===== config.mk =====
export PLATFORM = sky130hd
export DESIGN_NAME = irq_nest_ctrl
export DESIGN_NICKNAME = d
export VERILOG_FILES = /design/src/rtl/irq_pkg.sv /design/src/rtl/irq_edge_det.sv /design/src/rtl/irq_prio_enc.sv /design/src/rtl/irq_nest_stack.sv /design/src/rtl/irq_nest_ctrl.sv
export SDC_FILE = /design/constraint.sdc
export NUM_CORES = 1
export LEC_CHECK = 0
export ABC_CLOCK_PERIOD_IN_PS = 7200
export BUFFER_PORTS_ARGS = -buffer_cell sky130_fd_sc_hd__buf_4
export CAP_MARGIN = 25
export CORE_ASPECT_RATIO = 0.6
export CORE_UTILIZATION = 25
export CTS_CLUSTER_DIAMETER = 40
export CTS_CLUSTER_SIZE = 30
export DETAILED_ROUTE_END_ITERATION = 8
export PLACE_DENSITY_LB_ADDON = 0.15
export SYNTH_ARGS = -nofsm -noshare
export SYNTH_HDL_FRONTEND = slang
export SYNTH_SLANG_ARGS = --single-unit

===== constraint.sdc =====
create_clock -name clk -period 7.2 [get_ports clk]
set_input_delay 1.08 -clock clk [delete_from_list [all_inputs] [get_ports clk]]
set_output_delay 1.08 -clock clk [all_outputs]
set_load 0.05 [all_outputs]

===== src/rtl/irq_pkg.sv =====
package irq_pkg;

   // Stack operation encoded as {push, pop}
   typedef enum logic [1:0] {
      STK_HOLD = 2'b00,
      STK_POP  = 2'b01,
      STK_PUSH = 2'b10,
      STK_SWAP = 2'b11
   } stk_op_e;

endpackage


===== src/rtl/irq_edge_det.sv =====
module irq_edge_det #(
   parameter int STAGES = 2,
   parameter bit IDLE   = 1'b1
)(
   input  logic clk,
   input  logic rst_n,
   input  logic pin,
   input  logic rise_sel,
   output logic edge_hit
);

   logic [STAGES-1:0] sync_q;
   logic              last_q;
   logic              cur;

   if (STAGES < 2) begin : g_bad_stages
      $error("irq_edge_det: STAGES must be at least 2");
   end

   always_ff @(posedge clk or negedge rst_n) begin
      if (!rst_n) begin
         sync_q <= {STAGES{IDLE}};
         last_q <= IDLE;
      end else begin
         sync_q <= {sync_q[STAGES-2:0], pin};
         last_q <= sync_q[STAGES-1];
      end
   end

   assign cur      = sync_q[STAGES-1];
   assign edge_hit = rise_sel ? (cur & ~last_q) : (~cur & last_q);

endmodule


===== src/rtl/irq_prio_enc.sv =====
module irq_prio_enc #(
   parameter int N = 14,
   parameter int W = $clog2(N)
)(
   input  logic [N-1:0] req,
   output logic         found,
   output logic [W-1:0] idx
);

   if (N < 2) begin : g_bad_n
      $error("irq_prio_enc: N must be at least 2");
   end

   // Lowest index has the highest priority
   always_comb begin
      idx = '0;
      for (int i = N - 1; i >= 0; i--) begin
         if (req[i]) idx = W'(i);
      end
   end

   assign found = |req;

endmodule


===== src/rtl/irq_nest_stack.sv =====
module irq_nest_stack
   import irq_pkg::*;
#(
   parameter int DEPTH = 16,
   parameter int W     = 4,
   parameter int DW    = $clog2(DEPTH + 1)
)(
   input  logic          clk,
   input  logic          rst_n,
   input  stk_op_e       op,
   input  logic [W-1:0]  din,
   output logic [W-1:0]  top,
   output logic          empty,
   output logic          full,
   output logic [DW-1:0] depth
);

   localparam int AW = $clog2(DEPTH);
   localparam logic [DW-1:0] FULL_CNT = DW'(DEPTH);

   if (DEPTH < 2) begin : g_bad_depth
      $error("irq_nest_stack: DEPTH must be at least 2");
   end

   logic [W-1:0]  mem [DEPTH];
   logic [DW-1:0] cnt;
   logic [AW-1:0] ptr_top;
   logic [AW-1:0] ptr_nxt;
   logic          do_push;
   logic          do_pop;

   assign empty   = (cnt == '0);
   assign full    = (cnt == FULL_CNT);
   assign ptr_top = AW'(cnt - 1'b1);
   assign ptr_nxt = AW'(cnt);
   assign do_push = (op == STK_PUSH) && !full;
   assign do_pop  = (op == STK_POP) && !empty;

   always_ff @(posedge clk or negedge rst_n) begin
      if (!rst_n)       cnt <= '0;
      else if (do_push) cnt <= cnt + 1'b1;
      else if (do_pop)  cnt <= cnt - 1'b1;
   end

   always_ff @(posedge clk) begin
      if (do_push)                        mem[ptr_nxt] <= din;
      else if (op == STK_SWAP && !empty)  mem[ptr_top] <= din;
   end

   assign top   = empty ? '0 : mem[ptr_top];
   assign depth = cnt;

endmodule


===== src/rtl/irq_nest_ctrl.sv =====
module irq_nest_ctrl
   import irq_pkg::*;
#(
   parameter int N_EXT       = 7,
   parameter int N_INT       = 7,
   parameter int NEST_DEPTH  = 16,
   parameter int SYNC_STAGES = 2,
   parameter bit PIN_IDLE    = 1'b1
)(
   input  logic                                clk,
   input  logic                                rst_n,
   input  logic [N_EXT-1:0]                    ext_pin,
   input  logic [N_EXT-2:0]                    trig_rise,
   input  logic [N_INT-1:0]                    int_req,
   input  logic [N_EXT+N_INT-1:0]              src_en,
   input  logic                                irq_ack,
   input  logic                                irq_ret,
   output logic                                irq_valid,
   output logic [$clog2(N_EXT+N_INT)-1:0]      irq_vec,
   output logic [$clog2(NEST_DEPTH+1)-1:0]     nest_depth
);

   localparam int N_SRC = N_EXT + N_INT;
   localparam int VEC_W = $clog2(N_SRC);
   localparam int DEP_W = $clog2(NEST_DEPTH + 1);

   if (N_EXT < 2) begin : g_bad_ext
      $error("irq_nest_ctrl: N_EXT must be at least 2");
   end
   if (N_INT < 1) begin : g_bad_int
      $error("irq_nest_ctrl: N_INT must be at least 1");
   end

   logic [N_EXT-1:0] ext_hit;
   logic [N_SRC-1:0] pend_q;
   logic [N_SRC-1:0] set_vec;
   logic [N_SRC-1:0] clr_vec;
   logic [N_SRC-1:0] cand;
   logic             cand_found;
   logic [VEC_W-1:0] cand_idx;
   logic [VEC_W-1:0] top_idx;
   logic             stk_empty;
   logic             stk_full;
   logic [DEP_W-1:0] stk_depth;
   logic             beats_top;
   logic             ack_take;
   logic             ret_take;
   stk_op_e          stk_op;

   // Edge detection per pin; pin 0 is tied to falling-edge mode
   for (genvar i = 0; i < N_EXT; i++) begin : g_ext
      logic rise_sel;
      if (i == 0) begin : g_hold
         assign rise_sel = 1'b0;
      end else begin : g_pin
         assign rise_sel = trig_rise[i-1];
      end
      irq_edge_det #(
         .STAGES (SYNC_STAGES),
         .IDLE   (PIN_IDLE)
      ) u_det (
         .clk      (clk),
         .rst_n    (rst_n),
         .pin      (ext_pin[i]),
         .rise_sel (rise_sel),
         .edge_hit (ext_hit[i])
      );
   end

   assign set_vec = {int_req, ext_hit} & src_en;
   assign cand    = pend_q & src_en;

   irq_prio_enc #(
      .N (N_SRC),
      .W (VEC_W)
   ) u_enc (
      .req   (cand),
      .found (cand_found),
      .idx   (cand_idx)
   );

   assign beats_top = stk_empty || (cand_idx < top_idx);
   assign irq_valid = cand_found && beats_top && !stk_full;
   assign irq_vec   = irq_valid ? cand_idx : '0;

   assign ack_take = irq_ack && irq_valid;
   assign ret_take = irq_ret && !stk_empty;
   assign stk_op   = stk_op_e'({ack_take, ret_take});
   assign clr_vec  = ack_take ? (N_SRC'(1) << cand_idx) : '0;

   // A new request wins over the clear of the same cycle
   always_ff @(posedge clk or negedge rst_n) begin
      if (!rst_n) pend_q <= '0;
      else        pend_q <= (pend_q & ~clr_vec) | set_vec;
   end

   irq_nest_stack #(
      .DEPTH (NEST_DEPTH),
      .W     (VEC_W),
      .DW    (DEP_W)
   ) u_stk (
      .clk   (clk),
      .rst_n (rst_n),
      .op    (stk_op),
      .din   (cand_idx),
      .top   (top_idx),
      .empty (stk_empty),
      .full  (stk_full),
      .depth (stk_depth)
   );

   assign nest_depth = stk_depth;

endmodule


# [Word-level counts from Yosys, hierarchy flattened]
# Memories as Yosys holds them, arrays and structs flattened.
# Cells that the tools add are included.
[totals] reg_bits=40 ram_bits=64 output_inout_bits=10 elab_cells=103 memories=1
[memory_table] memory="u_stk.mem" words=16 word_bits=4 rd=1 rd_clocked_by_memory_dff=0 wr=1 line_no="irq_nest_stack.sv:25" source="logic [W-1:0] mem [DEPTH];"
[op_classes] add_sub_neg=2 order_cmp=1 n_eq_ne=4 shift=1 mux=33 bitwise_logic=31 n_reduce_logical=14
[op_table] cell="4-bit two-way mux" count=18
[op_table] cell="14-bit AND" count=3
[op_table] cell="14-bit two-way mux" count=1
[op_table] cell="14-bit NOT" count=1
[op_table] cell="14-bit bitwise OR" count=1
[op_table] cell="14-bit OR reduction" count=1
[op_table] cell="1-bit by 4-bit << shifter with 14-bit output, first input constant" count=1
[op_table] cell="1-bit AND" count=13
[op_table] cell="1-bit NOT" count=13
[op_table] cell="1-bit two-way mux" count=12
[op_table] cell="5-bit two-way mux" count=2
[op_table] cell="1-bit logical AND" count=7
[op_table] cell="5-bit by 1-bit adder with 5-bit output, second input constant" count=1
[op_table] cell="5-bit == test, second input constant" count=1
[op_table] cell="5-bit logical NOT" count=1
[op_table] cell="5-bit by 1-bit subtractor with 5-bit output, second input constant" count=1
[op_table] cell="2-bit == test, second input constant" count=2
[op_table] cell="4-bit < comparator" count=1
[op_table] cell="4-bit OR reduction" count=1
[op_table] cell="2-bit by 1-bit == test with 1-bit output, second input constant" count=1
[op_table] cell="1-bit logical NOT" count=2
[op_table] cell="2-bit nonzero test" count=1
[op_table] cell="1-bit logical OR" count=1

# [Depth between registers and ports, before layout]
[logic_depth] depth_word=27 depth_mapped=20 mapped_depth_nobuf=14

# [By module]
# Synthesis repeated with hierarchy kept, for this count alone.
[unflattened] cells_unflattened=361 hier_area_um2=4963.5
[modules_own_cells] mod="irq_nest_stack" instances=1 cells_per_inst=187 area_each_um2=3169.3
[modules_own_cells] mod="irq_nest_ctrl" instances=1 cells_per_inst=107 area_each_um2=935.9
[modules_own_cells] mod="irq_edge_det" instances=7 cells_per_inst=6 area_each_um2=101.3
[modules_own_cells] mod="irq_prio_enc" instances=1 cells_per_inst=25 area_each_um2=148.9

# [Worst setup path before layout]
# OpenSTA, ideal clock, no wires.
[synth_path] kind="reg-to-output" from="register u_stk.cnt[0], in the netlist u_stk.depth[0]" to="output irq_vec[0]" arrival_ns=5.220 path_slack_ns=0.900 path_stages_with_launch=17 cell_sequence="dfrtp_1 > buf_2 > buf_1 > buf_2 > inv_1 > ha_1 > clkbuf_1 > clkbuf_1 > mux4_2 > mux2_2 > o211ai_1 > ha_1 > a21o_1 > a211oi_1 > o32ai_1 > a21o_1 > nor2_1"
[synth_between] elab_chain_cells=8 elab_cells_between_ends=11
[synth_lines] element="start, declared" line_no="irq_nest_stack.sv:26" source="logic [DW-1:0] cnt;"
[synth_lines] element="start signal, assigned" line_no="irq_nest_stack.sv:41" source="else if (do_push) cnt <= cnt + 1'b1;"
[synth_lines] element="start signal, assigned" line_no="irq_nest_stack.sv:42" source="else if (do_pop) cnt <= cnt - 1'b1;"
[synth_lines] element="5-bit by 1-bit subtractor with 5-bit output" line_no="irq_nest_stack.sv:34" source="assign ptr_top = AW'(cnt - 1'b1);"
[synth_lines] element="memory 16 x 4 bit"
[synth_lines] element="4-bit two-way mux" line_no="irq_nest_stack.sv:50" source="assign top = empty ? '0 : mem[ptr_top];"
[synth_lines] element="4-bit < comparator" line_no="irq_nest_ctrl.sv:82" source="assign beats_top = stk_empty || (cand_idx < top_idx);"
[synth_lines] element="1-bit logical OR" line_no="irq_nest_ctrl.sv:82"
[synth_lines] element="1-bit logical AND" line_no="irq_nest_ctrl.sv:83" source="assign irq_valid = cand_found && beats_top && !stk_full;"
[synth_lines] element="1-bit logical AND *" line_no="irq_nest_ctrl.sv:83"
[synth_lines] element="4-bit two-way mux *" line_no="irq_nest_ctrl.sv:84" source="assign irq_vec = irq_valid ? cand_idx : '0;"
[synth_lines] element="end, declared" line_no="irq_nest_ctrl.sv:19" source="output logic [$clog2(N_EXT+N_INT)-1:0] irq_vec,"
# Mark *: on every way between the ends. The rest lies on a longest branch, timed or not.

# [Worst setup path in the final report]
[layout_path] from="register u_stk.cnt[1], in the netlist u_stk.depth[1]" to="output irq_vec[3]"
# The elaborated chain is that of the path after synthesis.

==> flow_summary.yaml <==
clock_tree:
  cts.reportedPaths.clkPinSlew_ns: 0.06
  numCtsBuffers: 9
  clockBufferDepth: 2
  cts-htree-levels: 3
  cts_root_buf: "clkbuf_16"
  postCtsHoldBufs: 0
  post_cts_resized: 0
  cts_sinks: 104
  clk_latency_ns: 0.35
  cts_setup_buffers: 0
  cts_tree: "done"
die:
  die_w_um: 181
  dieArea_sq_mm: 0.0197
  rows: 38
  start_util_pct: 26.0
  io_pins: 48
  die_h_um: 109
  core_sq_mm: 0.0184
placed_design:
  dp_cells: 628
  portBuffers: 47
  place_area_sq_mm: 0.00540
  dp_hpwl_um: 9360
  gp_congestion: 0.845
  dp_slack_ns: 1.65
synth:
  synth_edf_count: 64
  synthArstFlopShare_pct: 38.5
  synth_seq_cells: 104
  yosysUniqueCellTypes: 60
  yosysSeqAreaShare_pct: 61.6
  post-synth-top-count-cell: "edfxtp_1"
  netlist_instances: 350
  synth.net_count: 393
  ys.flop_type: "edfxtp_1"
  syn_area_sq_mm: 0.00479
  synth_top_area_cell: "edfxtp_1"
  ys_warn_count: 0
  synth_area_leaders: "edfxtp_1 40%, dfstp_2 12%, dfrtp_1 9.9%"
  syn_avg_cell_area_sq_um: 13.7
  yosysTopAreaCellShare_pct: 40.2
  yosys-top-cells-count: "64 x edfxtp_1, 37 x nand2_1, 31 x nor2_1"
layout:
  diodes: 0
  syn_to_final_growth_pct: 19.3
  layout.core_utilization_pct: 31.0
  nNetsFinal: 442
  final_area_sq_mm: 0.00571
  drive_gt1_share_pct: 29.0
  fin_cells: 643
drt:
  drt_first_pass_iters: 5
  postRouteAntennaNets: 0
  wl_um: 12300
  vias: 3136
  vias_per_cell: 4.88
  wl_per_cell_um: 19.1
  drcViolationCount: 0
  drt-initial-drc-count: 236
setup_path:
  r2r-end: "u_stk.mem[7][2]$_DFFE_PP_"
  r2r_cells: 15
  worstSetupStartpointType: "flip-flop"
  required_ns: 6.12
  arrival_ns: 4.64
  worst-path-max-fanout: 20
  r2r-start: "u_stk.depth[1]$_DFFE_PN0P_"
  critPathKind: "flip-flop to primary output"
  r2r_slack_ns: 1.72
  critPathCaptureType: "primary output"
power_and_ir_drop:
  power_frac_seq_pct: 32.2
  internal-power_mw: 1.55
  pwr-share-comb_pct: 48.2
  power_mw: 2.64
  leakage_nw: 2.09
  switching_share_pct: 41.1
  power_density_mw_per_mm2: 461
  switchingPower_mw: 1.08
  vdd_ir_drop_max_uv: 204
  clock_power_share_pct: 19.6
sta:
  period_share_pct: 79.4
  worst_pin_slew_ns: 0.789
  setup_slack_ns: 1.48
  rsz0062_at_grt: "false"
  drv_slew: 0
  setup_violations: 0
  max_slew_margin_pct: 47.3
  skew_ns: 0.0106
  hold-worst-slack_ns: 0.356
  setup_tns_ns: 0
  period_needed_ns: 5.72
  clock.fmax_mhz: 175
  hold_violations: 0
global_routing:
  antenna_found_initial: 0
  grt_pass1_wl_um: 19400
  grt_max_degree: 41
  overflow: 0
  grt_use_total_pct: 13.5
  grt_pass1_vias: 3154
outcome:
  outcome: "complete, no violations"
flow_run:
  max_cap_violations: 0
min_path:
  hold_class: "flip-flop to flip-flop"
  min_to: "g_ext[3].u_det.sync_q[1]$_DFF_PN1_"
  hold_depth: 0
  hold_start: "g_ext[3].u_det.sync_q[0]$_DFF_PN1_"
-- layout by cell type, fill, tap and decap left out, types with 6 or more instances in the layout --
cell type and instances:
clkbuf_16 9, nor2_1 31, o21ai_0 8, edfxtp_1 64
buf_4 50, a22o_1 11, nand2_1 37, inv_1 6
nand3_1 19, dfstp_2 21, dfrtp_1 19, mux4_2 17
o211ai_1 6, mux2i_1 6
-- layout make-up --
class | instances | area (sq um)
fillers | 1838 | 12700
multi-input cells | 226 | 1750
inverters | 8 | 30.0
clock buffers | 10 | 229
repair buffers | 50 | 375
clock inverters | 5 | 82.6
well taps | 240 | 300
flip-flops and latches | 104 | 2950
-- kinds of logic (layout without fill, tap and decap cells) --
kind of cell | count (synthesis) | after routing | synth area share (%)
adder cells (fa/ha/maj) | 5 | 5 | 1.31
flip-flops | 104 | 104 | 61.6
AND/OR/NAND/NOR | 122 | 122 | 12.2
XOR/XNOR | 9 | 9 | 2.43
AO/OA/AOI/OAI | 63 | 63 | 10.3
multiplexers | 27 | 27 | 10.2
buffers and inverters | 20 | 73 | 1.91
-- worst max-delay path by stage --
stage | to | slack [ns] | from | cells after the start
final | irq_vec[3] | 1.48 | u_stk.depth[1]$_DFFE_PN0P_ | 12
after global placement | u_stk.mem[7][3]$_DFFE_PP_ | 1.78 | src_en[11] | 15
after CTS | irq_vec[3] | 1.44 | u_stk.depth[1]$_DFFE_PN0P_ | 12
after detailed placement | u_stk.mem[7][3]$_DFFE_PP_ | 1.65 | src_en[11] | 15
after floorplan | irq_vec[0] | 0.90 | u_stk.depth[0]$_DFFE_PN0P_ | 16
after global routing | irq_vec[3] | 1.21 | u_stk.depth[1]$_DFFE_PN0P_ | 12
-- metal layers --
metal	global-route usage, %	up-vias	share of wire [%]
met2	16.1	91	36
met5	0	-	0
met4	3.11	0	0.83
met3	3.64	10	5.9
li1	-	1444	-
met1	22.5	1591	58
-- critical path: stages (launching register included) --
cell and delay, ns:
dfrtp_1 0.54, inv_1 0.17, ha_1 0.81, buf_4 0.31
mux4_2 0.36, mux2_2 0.28, o211ai_1 0.18, ha_1 0.28
a21o_1 0.16, a211oi_1 0.23, o32ai_1 0.20, a211oi_2 0.48
buf_4 0.29
-- power groups by stage --
stage / combinational, mW / sequential [mW] / clock (mW)
floorplan: 0.894 / 0.868 / 0
global placement: 1.27 / 0.862 / 0
detailed placement: 1.27 / 0.860 / 0
CTS: 1.28 / 0.849 / 0.530
global route: 1.38 / 0.862 / 0.549
finish: 1.27 / 0.850 / 0.516
-- state kept, by name, indices dropped and copies added (netlist names) --
signal / flops
u_stk.mem: 64
pend_q: 14
g_ext.u_det.last_q: 7
u_stk.depth: 5
g_ext.u_det.sync_q: 14
(Power assumes the default switching activity.)
